File: config.mk
export PLATFORM = sky130hd
export DESIGN_NAME = clk_fabric
export DESIGN_NICKNAME = d
export VERILOG_FILES = /design/src/rtl/cf_pkg.sv /design/src/rtl/cf_edge_det.sv /design/src/rtl/cf_div_bank.sv /design/src/rtl/cf_xpoint.sv /design/src/rtl/clk_fabric.sv
export SDC_FILE = /design/constraint.sdc
export NUM_CORES = 1
export LEC_CHECK = 0
export ABC_AREA = 1
export BUFFER_PORTS_ARGS = -buffer_cell sky130_fd_sc_hd__buf_2
export CAP_MARGIN = 10
export CORE_MARGIN = 2
export CORE_UTILIZATION = 51
export DETAILED_ROUTE_END_ITERATION = 10
export PLACE_DENSITY_LB_ADDON = 0.25
export SYNTH_ARGS = -nofsm -noshare
export SYNTH_HDL_FRONTEND = slang
export SYNTH_HIERARCHICAL = 1
export SYNTH_SLANG_ARGS = --single-unit
export TNS_END_PERCENT = 30
File: constraint.sdc
create_clock -name clk_i -period 1.35 [get_ports clk_i]
set_input_delay 0.135 -clock clk_i [delete_from_list [all_inputs] [get_ports clk_i]]
set_output_delay 0.135 -clock clk_i [all_outputs]
set_load 0.01 [all_outputs]
File: src/rtl/cf_pkg.sv
package cf_pkg;

  // Crosspoint route codes; the numeric values are part of the register map.
  typedef enum logic [2:0] {
    SRC_REF  = 3'd0,
    SRC_B1_N = 3'd1,
    SRC_B1_2 = 3'd2,
    SRC_B1_F = 3'd3,
    SRC_B2_N = 3'd4,
    SRC_B2_2 = 3'd5,
    SRC_B2_F = 3'd6,
    SRC_OFF  = 3'd7
  } route_e;

  localparam int unsigned ROUTE_W = 3;

  // Taps produced by one divider bank.
  typedef struct packed {
    logic div_n;
    logic div_2;
    logic div_f;
  } taps_t;

endpackage

File: src/rtl/cf_edge_det.sv
module cf_edge_det (
  input  logic clk,
  input  logic rst_n,
  input  logic lvl_i,
  output logic lvl_o,
  output logic rise_o
);

  logic samp_q;
  logic prev_q;

  always_ff @(posedge clk or negedge rst_n) begin
    if (!rst_n) begin
      samp_q <= 1'b0;
      prev_q <= 1'b0;
    end else begin
      samp_q <= lvl_i;
      prev_q <= samp_q;
    end
  end

  assign lvl_o  = samp_q;
  assign rise_o = samp_q & ~prev_q;

endmodule

File: src/rtl/cf_div_bank.sv
module cf_div_bank
  import cf_pkg::*;
#(
  parameter int unsigned N_W     = 7,
  parameter int unsigned FIX_DIV = 3
) (
  input  logic         clk,
  input  logic         rst_n,
  input  logic [N_W:0] cfg_i,
  input  logic         ref_rise_i,
  input  logic         pll_rise_i,
  output taps_t        taps_o
);

  localparam logic [N_W-1:0] N_MIN = N_W'(4);

  logic [N_W-1:0] cnt_q, cnt_d;
  logic [N_W-1:0] n_q, n_d;
  logic           sel_q, sel_d;
  logic           tick, valid, wrap;
  logic           div_n, div_2, div_f;

  // Clock enable: a rising edge of the source in use.
  assign tick  = sel_q ? pll_rise_i : ref_rise_i;
  assign valid = (n_q >= N_MIN);
  assign wrap  = !valid || (cnt_q == n_q - 1'b1);

  // Next state, applied only when tick is high.
  always_comb begin
    cnt_d = cnt_q + 1'b1;
    n_d   = n_q;
    sel_d = sel_q;
    if (wrap) begin
      cnt_d = '0;
      n_d   = cfg_i[N_W-1:0];
      sel_d = cfg_i[N_W];
    end
  end

  always_ff @(posedge clk or negedge rst_n) begin
    if (!rst_n) begin
      cnt_q <= '0;
      n_q   <= '0;
      sel_q <= 1'b0;
    end else if (tick) begin
      cnt_q <= cnt_d;
      n_q   <= n_d;
      sel_q <= sel_d;
    end
  end

  assign div_n = valid & (cnt_q < (n_q >> 1));
  assign div_2 = valid & ~cnt_q[0];

  generate
    if (FIX_DIV == 3) begin : g_div3
      logic [1:0] ph_q, ph_d;

      always_comb begin
        if (wrap || ph_q == 2'd2) ph_d = 2'd0;
        else                      ph_d = ph_q + 2'd1;
      end

      always_ff @(posedge clk or negedge rst_n) begin
        if (!rst_n)    ph_q <= '0;
        else if (tick) ph_q <= ph_d;
      end

      assign div_f = valid & (ph_q == 2'd0);

      // /3 tap rises with /N when N is 6
      p_tap3_align_r9: assert property (@(posedge clk) disable iff (!rst_n)
        $rose(div_n) && $stable(n_q) && (n_q == N_W'(2 * FIX_DIV)) |-> $rose(div_f));
    end else begin : g_pow2
      localparam int unsigned FB = $clog2(FIX_DIV) - 1;

      assign div_f = valid & ~cnt_q[FB];

      // /4 tap rises with /N when N is a multiple of 8
      p_tap4_align_r10: assert property (@(posedge clk) disable iff (!rst_n)
        $rose(div_n) && $stable(n_q) && ((int'(n_q) % (2 * FIX_DIV)) == 0) |-> $rose(div_f));
    end
  endgenerate

  assign taps_o = '{div_n: div_n, div_2: div_2, div_f: div_f};

  // the counter never runs past the active ratio
  p_cnt_range_r3: assert property (@(posedge clk) disable iff (!rst_n)
    valid |-> (cnt_q < n_q));

  // ratio and source change only on a tick that ends a /N cycle
  p_cfg_hold_r13: assert property (@(posedge clk) disable iff (!rst_n)
    !(tick && wrap) |=> $stable(n_q) && $stable(sel_q));

  // R9 (and R10 for bank 2): /2 rises with /N when N is a multiple of 4
  p_tap2_align_r9: assert property (@(posedge clk) disable iff (!rst_n)
    $rose(div_n) && $stable(n_q) && (n_q[1:0] == 2'b00) |-> $rose(div_2));

endmodule

File: src/rtl/cf_xpoint.sv
module cf_xpoint
  import cf_pkg::*;
#(
  parameter int unsigned NUM_OUT = 6
) (
  input  logic                       clk,
  input  logic                       rst_n,
  input  logic                       ref_lvl_i,
  input  taps_t                      b1_i,
  input  taps_t                      b2_i,
  input  logic [NUM_OUT*ROUTE_W-1:0] sel_i,
  input  logic [NUM_OUT-1:0]         oe_i,
  output logic [NUM_OUT-1:0]         clk_o
);

  generate
    for (genvar k = 0; k < NUM_OUT; k++) begin : g_out
      route_e code;
      logic   pick;
      logic   out_d, out_q;

      assign code = route_e'(sel_i[k*ROUTE_W +: ROUTE_W]);

      always_comb begin
        case (code)
          SRC_REF:  pick = ref_lvl_i;
          SRC_B1_N: pick = b1_i.div_n;
          SRC_B1_2: pick = b1_i.div_2;
          SRC_B1_F: pick = b1_i.div_f;
          SRC_B2_N: pick = b2_i.div_n;
          SRC_B2_2: pick = b2_i.div_2;
          SRC_B2_F: pick = b2_i.div_f;
          default:  pick = 1'b0;
        endcase
        out_d = oe_i[k] & pick;
      end

      always_ff @(posedge clk or negedge rst_n) begin
        if (!rst_n) out_q <= 1'b0;
        else        out_q <= out_d;
      end

      assign clk_o[k] = out_q;

      // reserved code yields a low output
      p_rsvd_low_r7: assert property (@(posedge clk) disable iff (!rst_n)
        (sel_i[k*ROUTE_W +: ROUTE_W] == 3'b111) |=> !clk_o[k]);

      // disabled output is held low
      p_oe_off_r12: assert property (@(posedge clk) disable iff (!rst_n)
        !oe_i[k] |=> !clk_o[k]);
    end
  endgenerate

endmodule

File: src/rtl/clk_fabric.sv
module clk_fabric
  import cf_pkg::*;
#(
  parameter int unsigned NUM_OUT = 6,
  parameter int unsigned N_W     = 7,
  parameter int unsigned REG_W   = 8
) (
  input  logic                                                      clk_i,
  input  logic                                                      rst_ni,
  input  logic                                                      ref_clk_i,
  input  logic                                                      pll_clk_i,
  input  logic [REG_W-1:0]                                          cfg_bank1_i,
  input  logic [REG_W-1:0]                                          cfg_bank2_i,
  input  logic [((NUM_OUT*cf_pkg::ROUTE_W+REG_W-1)/REG_W)*REG_W-1:0] cfg_route_i,
  input  logic [REG_W-1:0]                                          cfg_oe_i,
  output logic [NUM_OUT-1:0]                                        clk_o
);

  localparam int unsigned SEL_BITS   = NUM_OUT * ROUTE_W;
  localparam int unsigned ROUTE_REGS = (SEL_BITS + REG_W - 1) / REG_W;
  localparam int unsigned RT_W       = ROUTE_REGS * REG_W;
  localparam int unsigned RT_SPARE   = RT_W - SEL_BITS;
  localparam int unsigned OE_SPARE   = REG_W - NUM_OUT;

  // Asynchronous assertion, synchronous release.
  logic [1:0] rst_sync_q;
  logic       rst_n;

  always_ff @(posedge clk_i or negedge rst_ni) begin
    if (!rst_ni) rst_sync_q <= '0;
    else         rst_sync_q <= {rst_sync_q[0], 1'b1};
  end
  assign rst_n = rst_sync_q[1];

  logic ref_lvl, ref_rise, pll_lvl, pll_rise;

  cf_edge_det u_ref_edge (
    .clk(clk_i), .rst_n(rst_n), .lvl_i(ref_clk_i), .lvl_o(ref_lvl), .rise_o(ref_rise)
  );

  cf_edge_det u_pll_edge (
    .clk(clk_i), .rst_n(rst_n), .lvl_i(pll_clk_i), .lvl_o(pll_lvl), .rise_o(pll_rise)
  );

  taps_t b1_taps, b2_taps;

  cf_div_bank #(.N_W(N_W), .FIX_DIV(3)) u_bank1 (
    .clk(clk_i), .rst_n(rst_n), .cfg_i(cfg_bank1_i[N_W:0]),
    .ref_rise_i(ref_rise), .pll_rise_i(pll_rise), .taps_o(b1_taps)
  );

  cf_div_bank #(.N_W(N_W), .FIX_DIV(4)) u_bank2 (
    .clk(clk_i), .rst_n(rst_n), .cfg_i(cfg_bank2_i[N_W:0]),
    .ref_rise_i(ref_rise), .pll_rise_i(pll_rise), .taps_o(b2_taps)
  );

  // Output 1 owns the top three route bits, the rest follow MSB-first.
  logic [SEL_BITS-1:0] sel_flat;

  generate
    for (genvar k = 0; k < NUM_OUT; k++) begin : g_unpack
      assign sel_flat[k*ROUTE_W +: ROUTE_W] = cfg_route_i[RT_W-1-k*ROUTE_W -: ROUTE_W];
    end
    if (RT_SPARE > 0) begin : g_rt_spare
      logic unused_route_bits;
      assign unused_route_bits = ^cfg_route_i[RT_SPARE-1:0];
    end
    if (OE_SPARE > 0) begin : g_oe_spare
      logic unused_oe_bits;
      assign unused_oe_bits = ^cfg_oe_i[REG_W-1:NUM_OUT];
    end
  endgenerate

  logic unused_pll_lvl;
  assign unused_pll_lvl = pll_lvl;

  cf_xpoint #(.NUM_OUT(NUM_OUT)) u_xpoint (
    .clk(clk_i), .rst_n(rst_n), .ref_lvl_i(ref_lvl),
    .b1_i(b1_taps), .b2_i(b2_taps),
    .sel_i(sel_flat), .oe_i(cfg_oe_i[NUM_OUT-1:0]), .clk_o(clk_o)
  );

endmodule

==> results.md, run 1 <==
- Finished Layout Cells: around 680
- RSZ-0062 raised after global routing: true
- Post-detailed-route wirelength per cell: 12.2 um
- Die Width: 84.0 um
- Cells after Synth: 490
- Worst setup SP type: register
- Fill cell count: 507
- Synth warn: 6
- DIE AREA: 7050 um2
- Combinational power share: 0.469
- Share of post-route cells with drive strength above 1: 0.358
- IO buf count: 49
- Critical Path RT: 1590 ps
- Post-synth top area cell: dfrtp_1
- Max-slew violation count: 0
- Dominant cell by count in the synthesized netlist: nand2_1
- Initial core utilization: 0.519
- Internal Pwr Total: 3.80 mW
- Area of the mapped netlist: 3260 um2
- Total vias in the final route: 3349
- GR Util All Layers: 0.242
- Seq/Total Area, Yosys: 0.338
- Reg-to-reg startpoint: u_bank1/n_q[3]$_DFFE_PN0P_
- Critical path endpoint category: register
- Final ANT Viol Nets: 0
- Hold_ws: ~41 ps
- Dpl hpwl: 6130 um
- Clock share of power: 0.230
- Placed insts: 662
- Multi-input gate area: 2010 um2
- DRT iter0 DRCs: 206
- P&R area growth vs syn: 37.7%
- Root Buffer: clkbuf_8
- Skew final: ~5.2 ps
- Top-area cell type share of the netlist area: 0.338
- Fmax: around 0.56 GHz
- Remaining global-route overflow: 0
- Min-delay src: cfg_oe_i[2]
- Critical path class: reg2reg
- H-tree Lvls: 2
- Hold Fails Final Rpt: 0
- Async S/R FF share, synth: 1.00
- Clk_lat worst skew: about 300 ps
- Drt total wl: 8260 um
- Worst endpoint data arrival time: around 2000 ps
- Distinct cell type count of the synthesized netlist: 27
- Post-synth EDFFs: 0
- Placement Rows: 29
- Initial antenna violation count: 0
- Fin crit share: 1.32
- Clock sinks: 44
- NetSw: 2.32 mW
- Clock buffer depth: 2
- # setup viols final: 38
- Num CTS Buffers: 5
- Commonest cells post-synth: nand2_1, inv_1, nand3_1
- Syn_area_per_cell: ~6.7 um2
- Yosys reg bits: 44
- Die H: roughly 84 um
- Clock period minus worst slack: 1790 ps
- Max-cap violations: 0
- Max FO, Critical Path: 6
- Seq pwr share: 0.301
- Ant diodes: 0
- CP Launch Point: u_bank1/n_q[3]$_DFFE_PN0P_
- Nets: 667
- Vias in the first global route: 3338
- Worst hold path type: in2reg
- Final core utilization: 0.715
- Worst Setup Slack, final: -436 ps
- Status: finished with violations
- Vias/cell: 4.95
- Pre-CTS WS: -471 ps
- Pwr Total: 6.12 mW
- Largest net degree at the start of global routing: 27
- Synth top area cells: dfrtp_1, nand2_1, inv_1, nand3_1, ha_1
- Post-synthesis net count: approximately 560
- Net Sw Frac: 0.379
- Peak VDD IR: about 0.76 mV
- Worst-path clk slew: roughly 90 ps
- Core Box Area: 6280 um2
- # IOs: 58
- Failing checks: negative setup slack
- First-pass GRT wire length: 14200 um
- Static Leakage: ~2.5 nW
- CTS tree: yes
- Seq. cell area: 1100 um2
- Pwr per Cell Area: 1360 nW/um2
- Ys flop type: dfrtp_1
- Gp weighted congestion: 0.859
- 1st-pass router iterations: 4
- Post-route DRC: 0
-- per-layer routing --
metal	vias up	routed length [um]	track usage	share of wire
li1	1717	-	-	-
met1	1550	3530	0.290	0.43
met2	72	4290	0.436	0.52
met3	10	310	0.0415	0.038
met4	0	132	0.0821	0.016
met5	-	0	0	0
-- worst max-delay path: stages (launching register included) --
cell,delay (ps)
dfrtp_1,390
inv_2,80
ha_4,210
o211ai_1,100
nand2_1,110
a21oi_2,140
o21bai_1,100
a21oi_2,190
inv_4,70
nand2_1,70
nand3_1,70
nand2_1,70
nand2_1,40
nor2_1,70
-- registers in the layout, indices dropped and copies added, names as in the netlist --
register,cells
u_bank2/cnt_q,7
u_xpoint/g_out.out_q,6
u_bank1/n_q,7
u_bank1/g_div3.ph_q,2
u_bank2/sel_q,1
u_pll_edge/prev_q,1
u_bank1/sel_q,1
u_ref_edge/prev_q,1
u_ref_edge/lvl_o,1
u_pll_edge/lvl_o,1
u_bank2/n_q,7
rst_sync_q,2
u_bank1/cnt_q,7
-- power groups by stage --
stage / combinational (mW) / sequential [mW] / clock [mW]
final: 2.87 / 1.84 / 1.41
after global routing: 3.22 / 1.89 / 1.50
after CTS: 2.70 / 1.84 / 1.44
after detailed placement: 2.58 / 1.86 / 0
after global placement: 2.48 / 1.85 / 0
after floorplan: 1.66 / 1.88 / 0
-- cells in the final DEF (no fill, tap or decap), types with 14 or more instances in the layout --
cell / instances
nand2_1: 165
buf_4: 59
inv_1: 57
buf_2: 49
dfrtp_1: 43
nand3_1: 39
nor2_1: 35
inv_2: 18
nand3_2: 18
nand2_2: 14
-- stage by stage --
step / TNS, ps / area (um2)
after CTS: -12120 / 4310
final: -14600 / 4490
after detailed placement: -13340 / 4030
after floorplan: -8160 / 3320
after global routing: -18540 / 4490
after global placement: -12580 / 4030
-- cell families after synthesis --
logic type                 share of synthesized area
AOI/OAI and AO/OA                             0.0453
xor gates and xnor gates                      0.0269
adders and majority gates                     0.0614
buffers and inverters                          0.131
DFF                                            0.338
other                                        0.00115
and+or+nand+nor                                0.397
-- path summary, 6_finish.rpt --
kind                       slack, ps                           endpoint  cells past startpoint
setup / recovery                -440  u_xpoint/g_out[1].out_q$_DFF_PN0_                     13
hold / removal                    40  u_xpoint/g_out[2].out_q$_DFF_PN0_                      3
setup reg to reg                -440  u_xpoint/g_out[1].out_q$_DFF_PN0_                     13
hold reg to reg                  200         u_pll_edge/lvl_o$_DFF_PN0_                      0
max in group asynchronous        660  u_xpoint/g_out[3].out_q$_DFF_PN0_                      1
min in group asynchronous        130            rst_sync_q[1]$_DFF_PN0_                      2
-- area by class of cell --
| type | instances | area share |
|---|---|---|
| repair buffers | 120 | 0.186 |
| clock buffers | 5 | 0.0153 |
| well taps | 77 | 0.0215 |
| inverters | 76 | 0.0641 |
| clock inverters | 3 | 0.0201 |
| flip-flops and latches | 44 | 0.246 |
| multi-input cells | 352 | 0.447 |
-- repair_timing --
| action | 4_1_cts | 5_1_grt |
|---|---|---|
| setup endpoints to repair | 38 | 38 |
| pin swaps | 13 | 27 |
| buffers inserted | 2 | 2 |
| hold endpoints to repair | 4 | 0 |
| hold buffers | 3 | 0 |
| resized for setup | 19 | 43 |
Power figures use the tool's default switching activity.
==> run 2, diff against run 1 <==
- CORE_UTILIZATION: 51 -> 40
==> run 2 against run 1 <==
The run still ends with negative setup slack left; final cell count rose by 3.5%; wire length rose by 0.79%; power fell by 8.1%; design area decreased by 1.3%; combinational power about the same; non-clock buffer count decreased by 1; critical endpoint is now u_xpoint/g_out[4].out_q$_DFF_PN0_; largest cell class unchanged; largest power group unchanged.
==> results.md, run 2 (synthesis gave the netlist of run 1 again) <==
- RSZ-0062 raised after global routing: true
- Worst hold path type: in2reg
- Remaining global-route overflow: 0
- Placement Rows: 32
- IO buf count: just under 50
- Critical path class: reg2reg
- Pwr per Cell Area: 1270 nW/um2
- Num CTS Buffers: 5
- Initial core utilization: 0.418
- Nets: between 600 and 700
- Skew final: 14.9 ps
- Hold Fails Final Rpt: 0
- Die H: around 94 um
- Worst-path clk slew: ~90 ps
- 1st-pass router iterations: 4
- CTS tree: yes
- Gp weighted congestion: 0.872
- Critical path endpoint category: register
- Max FO, Critical Path: 6
- Largest net degree at the start of global routing: 20
- Root Buffer: clkbuf_8
- Clock buffer depth: 2
- Final core utilization: 0.567
- P&R area growth vs syn: 35.8%
- Total vias in the final route: 3368
- Max-slew violation count: 0
- DRT iter0 DRCs: 89
- Peak VDD IR: 0.641 mV
- Die Width: 94.3 um
- Most frequent cells in the layout: nand2_1, buf_4, inv_1
- Fmax: approximately 0.57 GHz
- Vias/cell: between 4 and 5
- Dpl hpwl: 6390 um
- Max-cap violations: 0
- Fin crit share: 1.30
- Final ANT Viol Nets: 0
- H-tree Lvls: 2
- DIE AREA: 8890 um2
- Initial antenna violation count: 0
- Failing checks: negative setup slack
- Post-route DRC: 0
- Share of post-route cells with drive strength above 1: 0.354
- First-pass GRT wire length: between 10000 and 15000 um
- # setup viols final: 38
- Static Leakage: 2.43 nW
- Hold_ws: 43.8 ps
- Clk_lat worst skew: 300 ps
- Drt total wl: 8330 um
- Clock period minus worst slack: 1750 ps
- Ant diodes: 0
- # IOs: 58
- Status: finished with violations
- Vias in the first global route: 3255
- Worst setup SP type: register
- Worst endpoint data arrival time: 1990 ps
- Worst Setup Slack, final: -405 ps
- Clock sinks: 44
- Critical Path RT: 1590 ps
- GR Util All Layers: 0.197
- Most common cell after layout, fill and taps aside: nand2_1
- Post-detailed-route wirelength per cell: about 12 um
- Core Box Area: 7810 um2
[run 2: cell count changes in the layout (fill, tap and decap cells not counted), moves of 3 or more]
| cell | delta |
|---|---|
| buf_6 | -4 |
| a21oi_1 | -3 |
| bufinv_16 | -3 |
| nand2_1 | +3 |
| nor2_2 | +3 |
| o21ai_1 | +3 |
[run 2: area by class of cell]
cell class	count	area, um2
clock buffer	6	82.6
clock inverter	2	10.0
fill	753	3380
inverter	76	288
multi-input combinational	352	1990
sequential	44	1100
tap	102	128
timing repair buffer	119	827
[run 2: worst paths after layout]
check | startpoint | to | slack (ps) | cells after the start
hold / removal | cfg_oe_i[3] | u_xpoint/g_out[3].out_q$_DFF_PN0_ | 40 | 3
max in group asynchronous | rst_sync_q[1]$_DFF_PN0_ | u_bank2/cnt_q[3]$_DFFE_PN0P_ | 670 | 1
setup reg to reg | u_bank1/n_q[3]$_DFFE_PN0P_ | u_xpoint/g_out[4].out_q$_DFF_PN0_ | -400 | 13
setup / recovery | u_bank1/n_q[3]$_DFFE_PN0P_ | u_xpoint/g_out[4].out_q$_DFF_PN0_ | -400 | 13
min in group asynchronous | rst_ni | rst_sync_q[1]$_DFF_PN0_ | 130 | 2
hold reg to reg | rst_sync_q[1]$_DFF_PN0_ | u_bank1/n_q[4]$_DFFE_PN0P_ | 200 | 0
[run 2: metal layers]
layer | global-route usage | part of all wire | routed length (um)
met5 | 0 | 0 | 0
met4 | 0.0616 | 0.016 | 132
met3 | 0.0337 | 0.036 | 298
met2 | 0.358 | 0.52 | 4350
met1 | 0.235 | 0.43 | 3540
[run 2: power breakdown]
| group | internal, mW | switching [mW] |
|---|---|---|
| combinational | 1.31 | 1.58 |
| clock | 0.410 | 0.477 |
| sequential | 1.59 | 0.255 |
| total | 3.31 | 2.31 |
[run 2: worst max-delay path: stages, from the launching register on]
cell      delay (ps)
dfrtp_1          400
inv_2             80
ha_4             200
a21oi_2          110
nand2_1           80
a21oi_2          130
o21bai_1          80
a21oi_2          180
inv_4             70
nand2_1           60
nand3_1           80
nand2_1           80
nand2_1           50
nor2_1           100
[run 2: timing repair]
action,4_1_cts,5_1_grt
hold buffers,3,0
buffers inserted,0,3
resized for setup,24,31
hold endpoints to repair,4,0
pin swaps,14,28
setup endpoints to repair,38,38
[run 2: per-stage QoR]
stage	cell area [um2]	instances	setup WS, ps	total power, mW	TNS, ps
global placement	4070	687	-398	4.36	-12550
floorplan	3320	490	-319	3.54	-8160
finish	4430	701	-405	5.63	-12680
CTS	4290	698	-394	5.45	-11790
global route	4430	701	-571	6.15	-17310
detailed placement	4070	687	-420	4.46	-13520
==> run 3, diff against run 2 <==
- CORE_UTILIZATION: 40 -> 45
- CTS_BUF_LIST: default -> sky130_fd_sc_hd__clkbuf_16
==> run 3 against run 2 <==
The flow still finishes with violations (negative setup slack); clock skew down 7.9 ps; worst hold slack improved by 13 ps; global-route usage up 1.3 points.
==> results.md, run 3 (synthesis gave the netlist of run 1 again) <==
- Fill cell count: 670
- Worst-path clk slew: approximately 70 ps
- Worst endpoint data arrival time: ~2000 ps
- Slowest stage cell, crit path: dfrtp_1
- Peak VDD IR: 0.782 mV
- Die Width: 89.1 um
- Clock sinks: 44
- Top delay family on crit path: compound AO/OA/AOI/OAI gates
- Critical path class: reg2reg
- Post-detailed-route wirelength per cell: 11.7 um
- Max FO, Critical Path: 6
- Vias in the first global route: 3059
- Final core utilization: 0.616
- Placement Rows: 31
- Vias/cell: 4.73
- Setup TNS: -10820 ps
- Remaining global-route overflow: 0
- Core Box Area: about 7100 um2
- FF-to-FF setup slack: -400 ps
- Skew final: 7.00 ps
- Total vias in the final route: 3278
- Worst-case reg-to-reg path depth: 12
- Ant diodes: 0
- IO buf count: slightly below 50
- Worst setup SP type: register
- Clk_lat worst skew: 290 ps
- Reg-to-reg startpoint: u_bank2/cnt_q[2]$_DFFE_PN0P_
- Hold depth: 3
- Pwr per Cell Area: 1370 nW/um2
- Max-slew violation count: 0
- Nets: 661
- Largest net degree at the start of global routing: 31
- Post-DP Area: between 4000 and 5000 um2
- Clock buffer depth: 2
- Status: finished with violations
- Root Buffer: clkbuf_16
- # IOs: 58
- Fmax: 0.571 GHz
- Initial core utilization: 0.457
- Critical path endpoint category: register
- P&R area growth vs syn: 34.7%
- GR Util All Layers: 0.211
- # setup viols final: 38
- Drt total wl: 8070 um
- Hold EP: u_xpoint/g_out[1].out_q$_DFF_PN0_
- Most frequent cells in the layout: nand2_1, inv_1, buf_4
- DRT iter0 DRCs: 145
- Hold_ws: 56.4 ps
- Static Leakage: 2.44 nW
- Worst Setup Slack, final: -402 ps
- Min-delay src: cfg_oe_i[1]
- Worst-path cell chain: ha_4 -> a21oi_4 -> nand2_2 -> a21oi_2 -> o21bai_1 -> a21oi_2 -> inv_2 -> nand2_1 -> nand3_1 -> nand2_1 -> nor2_1 -> nor2_1
- Max incr delay on CP: 410 ps
- Dpl hpwl: 6070 um
- RSZ-0062 raised after global routing: true
- Reg2reg end: u_xpoint/g_out[2].out_q$_DFF_PN0_
- Hold Fails Final Rpt: 0
- Num CTS Buffers: 5
- Final ANT Viol Nets: 0
- Critical Path RT: 1570 ps
- Most common cell after layout, fill and taps aside: nand2_1
- DIE AREA: 7940 um2
- Max-cap violations: 0
- H-tree Lvls: 2
- Fin crit share: 1.30
- Initial antenna violation count: 0
- First-pass GRT wire length: 13100 um
- Failing checks: negative setup slack
- CTS tree: yes
- 1st-pass router iterations: 4
- Gp weighted congestion: 0.905
- Post-route DRC: 0
- Share of post-route cells with drive strength above 1: 0.330
- Worst hold path type: in2reg
- Clock period minus worst slack: 1750 ps
- Die H: 89.1 um
- Finished Cell Area: 4390 um2
- WP buf/inv: 1
## run 3: cell types whose count changed in the layout (fill, tap and decap cells not counted), sizes merged
cell    previous run  this run
buf              116       111
bufinv             0         1
clkbuf             6         5
## run 3: worst max-delay path by stage
stage                            startpoint                                end  slack [ps]  depth (start not counted)
3_5_place_dp     u_bank1/n_q[3]$_DFFE_PN0P_  u_xpoint/g_out[0].out_q$_DFF_PN0_        -440                         13
6_report       u_bank2/cnt_q[2]$_DFFE_PN0P_  u_xpoint/g_out[2].out_q$_DFF_PN0_        -400                         12
5_1_grt        u_bank2/cnt_q[2]$_DFFE_PN0P_  u_xpoint/g_out[1].out_q$_DFF_PN0_        -530                         12
4_1_cts        u_bank2/cnt_q[2]$_DFFE_PN0P_  u_xpoint/g_out[2].out_q$_DFF_PN0_        -430                         12
3_3_place_gp   u_bank1/cnt_q[2]$_DFFE_PN0P_  u_xpoint/g_out[1].out_q$_DFF_PN0_        -390                         12
2_1_floorplan    u_bank1/n_q[3]$_DFFE_PN0P_  u_xpoint/g_out[1].out_q$_DFF_PN0_        -320                         14
## run 3: worst min-delay path, delay by kind of cell
family	cells	cell delay (ps)
simple gates	2	80
buf+inv	1	100
## run 3: per-stage QoR
step                      cells  power (mW)  worst slack, ps
after global routing        693        6.49             -530
after global placement      680        4.35             -393
after floorplan             490        3.54             -319
final                       693        6.01             -402
after CTS                   692        5.92             -428
after detailed placement    680        4.44             -442
## run 3: layer usage
layer  routed length (um)  vias to the layer above  GRT usage
met5                    0                        -          0
met4                  120                        0     0.0556
met3                  239                       14     0.0277
met2                 4310                       52      0.397
met1                 3400                     1500      0.249
li1                     -                     1712          -
## run 3: repair_timing
action                                 in CTS  in global routing
setup buffers                               1                  1
endpoints found under the hold margin       4                  0
gates resized for setup                    11                 33
hold buffers                                3                  0
pin swaps                                  18                  9
setup endpoints to repair                  38                 38
## run 3: report_power, final
group	total, mW	internal (mW)	switching [mW]
registers	1.85	1.59	0.262
clock network	1.40	0.870	0.531
logic	2.75	1.26	1.50
total	6.01	3.72	2.29
## run 3: final cells by class
type,instances,area [um2],share of cell area
tap,99,124,0.0282
multi-input combinational,352,1940,0.441
inverter,76,288,0.0655
clock inverter,3,42.5,0.00968
sequential,44,1100,0.251
clock buffer,5,125,0.0285
timing repair buffer,114,772,0.176
